[src/rtl/qrc_pkg.sv]
package qrc_pkg;
  localparam int WORD_W = 8;
  localparam int NUM_REGS = 4;
  localparam int SEL_W = $clog2(NUM_REGS);
  localparam int OPC_W = 4;

  typedef enum logic [OPC_W-1:0] {
    OP_ADD  = 4'd0,  OP_ADDI = 4'd1,  OP_SUB  = 4'd2,  OP_SUBI = 4'd3,
    OP_AND  = 4'd4,  OP_ANDI = 4'd5,  OP_XOR  = 4'd6,  OP_XORI = 4'd7,
    OP_JMP  = 4'd8,  OP_JMPC = 4'd9,  OP_CALL = 4'd10, OP_RET  = 4'd11,
    OP_NOP  = 4'd12
  } opcode_t;

  typedef enum logic [1:0] {
    PH_FETCH1 = 2'd0,
    PH_FETCH2 = 2'd1,
    PH_EXEC   = 2'd2
  } phase_t;

  typedef struct packed {
    logic [WORD_W-1:0] val;
    logic              cout;
    logic              wr;
    logic              cupd;
  } alu_out_t;

  // Opcodes whose instruction carries a second (immediate) byte.
  function automatic logic needs_imm(input logic [OPC_W-1:0] code);
    case (code)
      OP_ADDI, OP_SUBI, OP_ANDI, OP_XORI, OP_JMP, OP_JMPC, OP_CALL: needs_imm = 1'b1;
      default: needs_imm = 1'b0;
    endcase
  endfunction

  // Datapath arithmetic; the result always targets the destination register.
  function automatic alu_out_t alu_eval(input logic [OPC_W-1:0] code,
                                        input logic [WORD_W-1:0] a,
                                        input logic [WORD_W-1:0] b);
    alu_out_t r;
    logic [WORD_W:0] wide;
    r = '0;
    wide = '0;
    case (code)
      OP_ADD, OP_ADDI: begin
        wide = {1'b0, a} + {1'b0, b};
        r.val = wide[WORD_W-1:0];
        r.cout = wide[WORD_W];
        r.wr = 1'b1;
        r.cupd = 1'b1;
      end
      OP_SUB, OP_SUBI: begin
        wide = {1'b0, a} - {1'b0, b};
        r.val = wide[WORD_W-1:0];
        r.cout = wide[WORD_W];
        r.wr = 1'b1;
        r.cupd = 1'b1;
      end
      OP_AND, OP_ANDI: begin
        r.val = a & b;
        r.wr = 1'b1;
        r.cupd = 1'b1;
      end
      OP_XOR, OP_XORI: begin
        r.val = a ^ b;
        r.wr = 1'b1;
        r.cupd = 1'b1;
      end
      default: r = '0;
    endcase
    alu_eval = r;
  endfunction
endpackage

[src/rtl/qrc_decode.sv]
module qrc_decode
  import qrc_pkg::*;
(
  input  logic [WORD_W-1:0] ir,
  output logic [OPC_W-1:0]  code,
  output logic [SEL_W-1:0]  dst_sel,
  output logic [SEL_W-1:0]  src_sel,
  output logic              two_byte,
  output logic              is_logic,
  output logic              is_jmp,
  output logic              is_jmpc,
  output logic              is_call,
  output logic              is_ret
);
  always_comb begin
    code     = ir[WORD_W-1 -: OPC_W];
    dst_sel  = ir[2*SEL_W-1 -: SEL_W];
    src_sel  = ir[SEL_W-1:0];
    two_byte = needs_imm(code);
    is_logic = (code == OP_AND) || (code == OP_ANDI) ||
               (code == OP_XOR) || (code == OP_XORI);
    is_jmp   = (code == OP_JMP);
    is_jmpc  = (code == OP_JMPC);
    is_call  = (code == OP_CALL);
    is_ret   = (code == OP_RET);
  end
endmodule

[src/rtl/qrc_seq.sv]
module qrc_seq
  import qrc_pkg::*;
(
  input  logic              clk,
  input  logic              rst,
  input  logic [WORD_W-1:0] din,
  output phase_t            phase,
  output logic [WORD_W-1:0] ir,
  output logic [WORD_W-1:0] imm,
  output logic              fetch1,
  output logic              fetch2,
  output logic              exec
);
  localparam logic [WORD_W-1:0] IDLE_IR = {OP_NOP, {(WORD_W-OPC_W){1'b0}}};

  always_ff @(posedge clk or posedge rst) begin
    if (rst) begin
      phase <= PH_FETCH1;
      ir    <= IDLE_IR;
      imm   <= '0;
    end else begin
      case (phase)
        PH_FETCH1: begin
          ir    <= din;
          phase <= needs_imm(din[WORD_W-1 -: OPC_W]) ? PH_FETCH2 : PH_EXEC;
        end
        PH_FETCH2: begin
          imm   <= din;
          phase <= PH_EXEC;
        end
        default: phase <= PH_FETCH1;
      endcase
    end
  end

  assign fetch1 = (phase == PH_FETCH1);
  assign fetch2 = (phase == PH_FETCH2);
  assign exec   = (phase == PH_EXEC);

  AST_ONE_STROBE: assert property (@(posedge clk) disable iff (rst)
    $onehot({fetch1, fetch2, exec}));
  AST_EXEC_THEN_FETCH1: assert property (@(posedge clk) disable iff (rst)
    exec |=> fetch1);
  AST_FETCH2_THEN_EXEC: assert property (@(posedge clk) disable iff (rst)
    fetch2 |=> exec);
endmodule

[src/rtl/qrc_ret_stack.sv]
module qrc_ret_stack #(
  parameter int DEPTH = 4,
  parameter int W     = 8
) (
  input  logic         clk,
  input  logic         rst,
  input  logic         push,
  input  logic         pop,
  input  logic [W-1:0] push_val,
  output logic [W-1:0] top_val,
  output logic         empty
);
  localparam int CNT_W = $clog2(DEPTH + 1);
  localparam logic [CNT_W-1:0] FULL_CNT = CNT_W'(DEPTH);

  logic [W-1:0]     ent [DEPTH];
  logic [CNT_W-1:0] cnt;
  logic             full;

  assign empty = (cnt == '0);
  assign full  = (cnt == FULL_CNT);

  always_comb begin
    top_val = '0;
    for (int i = 0; i < DEPTH; i++) begin
      if (CNT_W'(i + 1) == cnt) top_val = ent[i];
    end
  end

  generate
    for (genvar g = 0; g < DEPTH; g++) begin : g_slot
      logic load_here;
      logic shift_here;
      assign load_here  = push && ((!full && cnt == CNT_W'(g)) || (full && g == DEPTH - 1));
      assign shift_here = push && full && (g < DEPTH - 1);
      always_ff @(posedge clk or posedge rst) begin
        if (rst) ent[g] <= '0;
        else if (load_here) ent[g] <= push_val;
        else if (shift_here) ent[g] <= ent[(g + 1) % DEPTH];
      end
    end
  endgenerate

  always_ff @(posedge clk or posedge rst) begin
    if (rst) cnt <= '0;
    else if (push && !full) cnt <= cnt + 1'b1;
    else if (pop && !empty) cnt <= cnt - 1'b1;
  end

  AST_STK_BOUND: assert property (@(posedge clk) disable iff (rst)
    cnt <= FULL_CNT);
  AST_PUSH_GROWS: assert property (@(posedge clk) disable iff (rst)
    (push && !full) |=> (cnt == $past(cnt) + 1'b1));
  AST_FULL_PUSH_KEEPS: assert property (@(posedge clk) disable iff (rst)
    (push && full) |=> full);
endmodule

[src/rtl/quad_reg_cpu.sv]
module quad_reg_cpu
  import qrc_pkg::*;
#(
  parameter int STACK_DEPTH = 4
) (
  input  logic        clk,
  input  logic        rst,
  input  logic [7:0]  instr_byte,
  output logic        fetch1,
  output logic        fetch2,
  output logic        exec,
  output logic [7:0]  pc,
  output logic        carry,
  output logic [1:0]  phase
);
  phase_t            ph;
  logic [WORD_W-1:0] ir, imm;
  logic [OPC_W-1:0]  code;
  logic [SEL_W-1:0]  dst_sel, src_sel;
  logic              two_byte, is_logic, is_jmp, is_jmpc, is_call, is_ret;
  logic [WORD_W-1:0] regs [NUM_REGS];
  logic [WORD_W-1:0] pc_q, pc_next, pc_step, operand, stk_top;
  logic              carry_q, stk_empty, exec_fire, do_push, do_pop;
  alu_out_t          alu;

  qrc_seq u_seq (
    .clk(clk), .rst(rst), .din(instr_byte), .phase(ph), .ir(ir), .imm(imm),
    .fetch1(fetch1), .fetch2(fetch2), .exec(exec)
  );

  qrc_decode u_dec (
    .ir(ir), .code(code), .dst_sel(dst_sel), .src_sel(src_sel),
    .two_byte(two_byte), .is_logic(is_logic), .is_jmp(is_jmp),
    .is_jmpc(is_jmpc), .is_call(is_call), .is_ret(is_ret)
  );

  assign exec_fire = exec;
  assign do_push   = exec_fire && is_call;
  assign do_pop    = exec_fire && is_ret;
  assign pc_step   = pc_q + (two_byte ? WORD_W'(2) : WORD_W'(1));

  qrc_ret_stack #(.DEPTH(STACK_DEPTH), .W(WORD_W)) u_stk (
    .clk(clk), .rst(rst), .push(do_push), .pop(do_pop), .push_val(pc_step),
    .top_val(stk_top), .empty(stk_empty)
  );

  always_comb begin
    operand = two_byte ? imm : regs[src_sel];
    alu     = alu_eval(code, regs[dst_sel], operand);
  end

  always_comb begin
    pc_next = pc_step;
    if (is_jmp || is_call)      pc_next = imm;
    else if (is_jmpc && carry_q) pc_next = imm;
    else if (is_ret)             pc_next = stk_empty ? '0 : stk_top;
  end

  generate
    for (genvar g = 0; g < NUM_REGS; g++) begin : g_reg
      logic wr_en;
      assign wr_en = exec_fire && alu.wr && (dst_sel == SEL_W'(g));
      always_ff @(posedge clk or posedge rst) begin
        if (rst) regs[g] <= '0;
        else if (wr_en) regs[g] <= alu.val;
      end
    end
  endgenerate

  always_ff @(posedge clk or posedge rst) begin
    if (rst) begin
      pc_q    <= '0;
      carry_q <= 1'b0;
    end else if (exec_fire) begin
      pc_q <= pc_next;
      if (alu.cupd) carry_q <= alu.cout;
    end
  end

  assign pc    = pc_q;
  assign carry = carry_q;
  assign phase = ph;

  AST_PC_HOLDS: assert property (@(posedge clk) disable iff (rst)
    !exec |=> $stable(pc_q));
  AST_JMPC_FALLTHRU: assert property (@(posedge clk) disable iff (rst)
    (exec && is_jmpc && !carry_q) |=> (pc_q == $past(pc_q) + 8'd2));
  AST_RET_TARGET: assert property (@(posedge clk) disable iff (rst)
    (exec && is_ret && !stk_empty) |=> (pc_q == $past(stk_top)));
  AST_LOGIC_CLEARS: assert property (@(posedge clk) disable iff (rst)
    (exec && is_logic) |=> !carry_q);
  AST_FLOW_KEEPS_CARRY: assert property (@(posedge clk) disable iff (rst)
    (exec && (is_jmp || is_jmpc || is_call || is_ret)) |=> $stable(carry_q));
endmodule

[config.mk]
export PLATFORM = sky130hd
export DESIGN_NAME = quad_reg_cpu
export DESIGN_NICKNAME = d
export VERILOG_FILES = /design/src/rtl/qrc_pkg.sv /design/src/rtl/qrc_decode.sv /design/src/rtl/qrc_seq.sv /design/src/rtl/qrc_ret_stack.sv /design/src/rtl/quad_reg_cpu.sv
export SDC_FILE = /design/constraint.sdc
export NUM_CORES = 1
export LEC_CHECK = 0
export CAP_MARGIN = 20
export CORE_AREA = 2 2 93 131
export DETAILED_ROUTE_END_ITERATION = 10
export DIE_AREA = 0 0 95 133
export DONT_BUFFER_PORTS = 1
export PLACE_DENSITY = 0.72
export SLEW_MARGIN = 15
export SYNTH_ARGS = -nofsm -noshare
export SYNTH_HDL_FRONTEND = slang
export SYNTH_SLANG_ARGS = --single-unit
[constraint.sdc]
create_clock -name clk -period 2.95 [get_ports clk]
set_input_delay 0.4425 -clock clk [delete_from_list [all_inputs] [get_ports clk]]
set_output_delay 0.4425 -clock clk [all_outputs]
set_load 0.02 [all_outputs]
==> results.json <==
{
  "async_flop_share_pct": 100,
  "drt_iter0_markers": 412,
  "post-synth-top-count-cell": "dfrtp_1",
  "netlist_area_sq_um": 6200,
  "gr-usage-met3_pct": 5.87,
  "hold_viol": 0,
  "crit_type": "reg2reg",
  "hold_class": "in2async",
  "drt-pass1-iter-count": 5,
  "cts_root_buf": "clkbuf_16",
  "met1_usage_pct": 30.9,
  "grtUsageMet2_pct": 49.9,
  "fmaxAchievable_ghz": 0.328,
  "rows": 47,
  "yosysWarnings": 0,
  "setup_violations": 21,
  "htree_levels": 3,
  "post-route-drc-count": 0,
  "synth_top_area_share_pct": 37.2,
  "core_area_sq_um": 11600,
  "fin_crit_sh_pct": 103,
  "cts_made_buffers": 9,
  "multi_input_area_sq_um": 3770,
  "dp_hpwl_um": 12900,
  "yosys_most_used_dff": "dfrtp_1",
  "drive_above_1_share_pct": 25.6,
  "sw_frac_of_total_pct": 46.2,
  "grt_usage_pct": 28.4,
  "drtAntennaViolNets": 0,
  "final_nets": 708,
  "antenna_found_initial": 0,
  "total_power_mw": 9.76,
  "switching_power_mw": 4.51,
  "wl_um": 17800,
  "dp_slack_ns": -0.153,
  "grt_pass1_wl_um": 27800,
  "grt-busiest-layer": "met2",
  "power.internal_mw": 5.25,
  "synth_enable_flop_cells": 0,
  "max_stage_delay_ns": 0.57,
  "critPathLaunchType": "flop",
  "critPathBufInv": 2,
  "power_frac_clock_pct": 11.9,
  "yosys-top-cells-area": "dfrtp_1, mux4_2, ha_1",
  "fin_crit_ns": 3.05,
  "pwr-share-seq_pct": 24.9,
  "syn-num-nets": 674,
  "postLayoutCoreUtil_pct": 62.3,
  "required_ns": 3.23,
  "grt_overflow": 0,
  "relSlewSlack_pct": 44.9,
  "synth_top_area_cell": "dfrtp_1",
  "placement.cell_area_sq_um": 6660,
  "slew_violations": 0,
  "cts_tree": "yes",
  "grt_max_degree": 95,
  "area_delta_synth_final_pct": 16.6,
  "diodes": 0,
  "seq_area_frac_synth_pct": 38.0,
  "skew_ns": 0.0104,
  "via_per_inst": 6.59,
  "p_per_area_nw_per_um2": 1350,
  "die_area_sq_um": 12600,
  "leakage_nw": 3.15,
  "die_x_um": 95,
  "maxCapViolations": 0,
  "regArea_sq_um": 2360,
  "numClockSinks": 94,
  "worst_slew_pin_slew_ns": 0.820,
  "gp_congestion": 0.952,
  "synthDistinctLibCells": 72,
  "insertion_delay_ns": 0.36,
  "grt_pass1_vias": 5461,
  "arrival_ns": 3.33,
  "cp_common_cell": "buf_4",
  "clk_path_buf_depth": 2,
  "cp_cell_sequence": "mux2i_4 > buf_4 > mux2_2 > ha_1 > buf_4 > nor2_1 > o31ai_2 > a311oi_1 > a21o_1 > a21oi_1",
  "path_max_fanout": 9,
  "vdd_ir_drop_max_mv": 0.895,
  "critPathTopFamily": "compound AO/OA/AOI/OAI gates",
  "avgSynthCellArea_sq_um": 9.74,
  "status": "finished, violations left",
  "cts_hold_buffers": 0,
  "violations": "negative setup slack",
  "syn_inst": 636,
  "cp_slowest_cell": "dfstp_2",
  "worstSetupEndpointType": "flop",
  "routedWlPerCell_um": 21.7,
  "pwr-share-comb_pct": 63.2,
  "fin_ws_ns": -0.102,
  "synthTopCellsByCount": "dfrtp_1, nand2_1, nor2_1",
  "ios": 24,
  "die_h_um": 133,
  "n_fill_cell": 891,
  "clk_pin_slew_ns": 0.08,
  "initial_core_util_pct": 53.5,
  "route.vias.total": 5421,
  "portBuffers": 0,
  "ys_ff_latch": 94,
  "rsz0062_at_grt": "true",
  "design_area_sq_um": 7220
}
-- layer usage --
| layer | share of wire (%) | vias to the layer above |
|---|---|---|
| met5 | 0 | - |
| met4 | 5.9 | 0 |
| met3 | 5.7 | 80 |
| met2 | 53 | 223 |
| met1 | 35 | 2720 |
| li1 | - | 2398 |
-- registers in the layout, indices dropped and copies added, names as in the netlist --
name / count
pc: 8
u_stk.ent: 32
u_seq.imm: 8
u_stk.cnt: 3
u_seq.phase: 2
carry: 1
regs: 32
u_seq.ir: 8
-- worst paths after layout --
| kind | startpoint | endpoint | cells past startpoint | slack (ns) |
|---|---|---|---|---|
| max | u_seq.ir[7] | regs[22] | 10 | -0.10 |
| min | rst | u_stk.cnt[1] | 2 | 0.03 |
| max reg2reg | u_seq.ir[7] | regs[22] | 10 | -0.10 |
| min reg2reg | u_stk.ent[26] | u_stk.ent[26] | 2 | 0.50 |
| max in group asynchronous | rst | u_seq.ir[0] | 2 | 2.42 |
| min in group clk | instr_byte[4] | u_seq.ir[4] | 2 | 0.23 |
-- worst register-to-register path, delay by kind of cell (launching register included) --
kind                       cells  cell delay [ns]
adders and majority gates      1             0.33
buffers and inverters          2             0.40
AOI/OAI and AO/OA              4             0.95
DFF                            1             0.57
muxes                          2             0.65
and+or+nand+nor                1             0.07
-- metrics by stage --
stage | hold slack, ns | std cells | TNS [ns]
2_1_floorplan | 0.455 | 636 | -1.73
3_3_place_gp | 0.468 | 799 | -0.419
3_5_place_dp | 0.478 | 799 | -1.40
4_1_cts | 0.107 | 818 | -0.577
5_1_grt | 0.111 | 822 | -3.71
6_report | 0.0291 | 822 | -1.01
-- timing repair --
| action | 4_1_cts | 5_1_grt |
|---|---|---|
| pin swaps | 4 | 27 |
| resized for setup | 10 | 45 |
| endpoints found under the setup margin | 26 | 29 |
| buffers inserted | 3 | 4 |
-- power by group through the flow --
stage                     logic [mW]  clock network (mW)  registers (mW)
after floorplan                 3.94                   0            2.16
after global placement          5.12                   0            2.38
after detailed placement        5.33                   0            2.42
after CTS                       5.56                1.17            2.39
after global routing            6.63                1.23            2.47
final                           6.17                1.16            2.43
-- cells in the final DEF (no fill, tap or decap), types with 5 or more instances in the layout --
master / n
dfrtp_1: 90
nand2_1: 75
nor2_1: 56
buf_4: 47
o21ai_1: 28
a21oi_1: 27
inv_1: 22
ha_1: 22
mux2_2: 21
o21ai_0: 21
mux4_2: 17
mux2i_1: 16
nand2b_1: 11
buf_6: 11
clkbuf_16: 9
a221oi_1: 8
nor2b_1: 7
a21o_1: 7
nor3_1: 7
nand3_1: 7
a221o_1: 7
a21oi_2: 6
or4_1: 5
a31oi_1: 5
a211oi_1: 5
nand3b_1: 5
xnor2_1: 5
o211ai_1: 5
-- cell type report --
class                   instances  area share [%]
multi-input cells             480            52.2
flip-flops and latches         94            32.6
repair buffers                 60            7.16
clock buffers                  10            3.31
well taps                     147            2.55
inverters                      25            1.37
clock inverters                 6           0.745
-- kinds of logic after synthesis --
| kind of cell | count (synthesis) | share of synthesized area, % |
|---|---|---|
| buffers and inverters | 62 | 4.50 |
| AOI/OAI and AO/OA | 162 | 17.5 |
| xor gates and xnor gates | 10 | 1.41 |
| muxes | 64 | 14.4 |
| and+or+nand+nor | 216 | 18.1 |
| adders and majority gates | 28 | 6.02 |
| DFF | 94 | 38.0 |
Power figures use the tool's default switching activity.
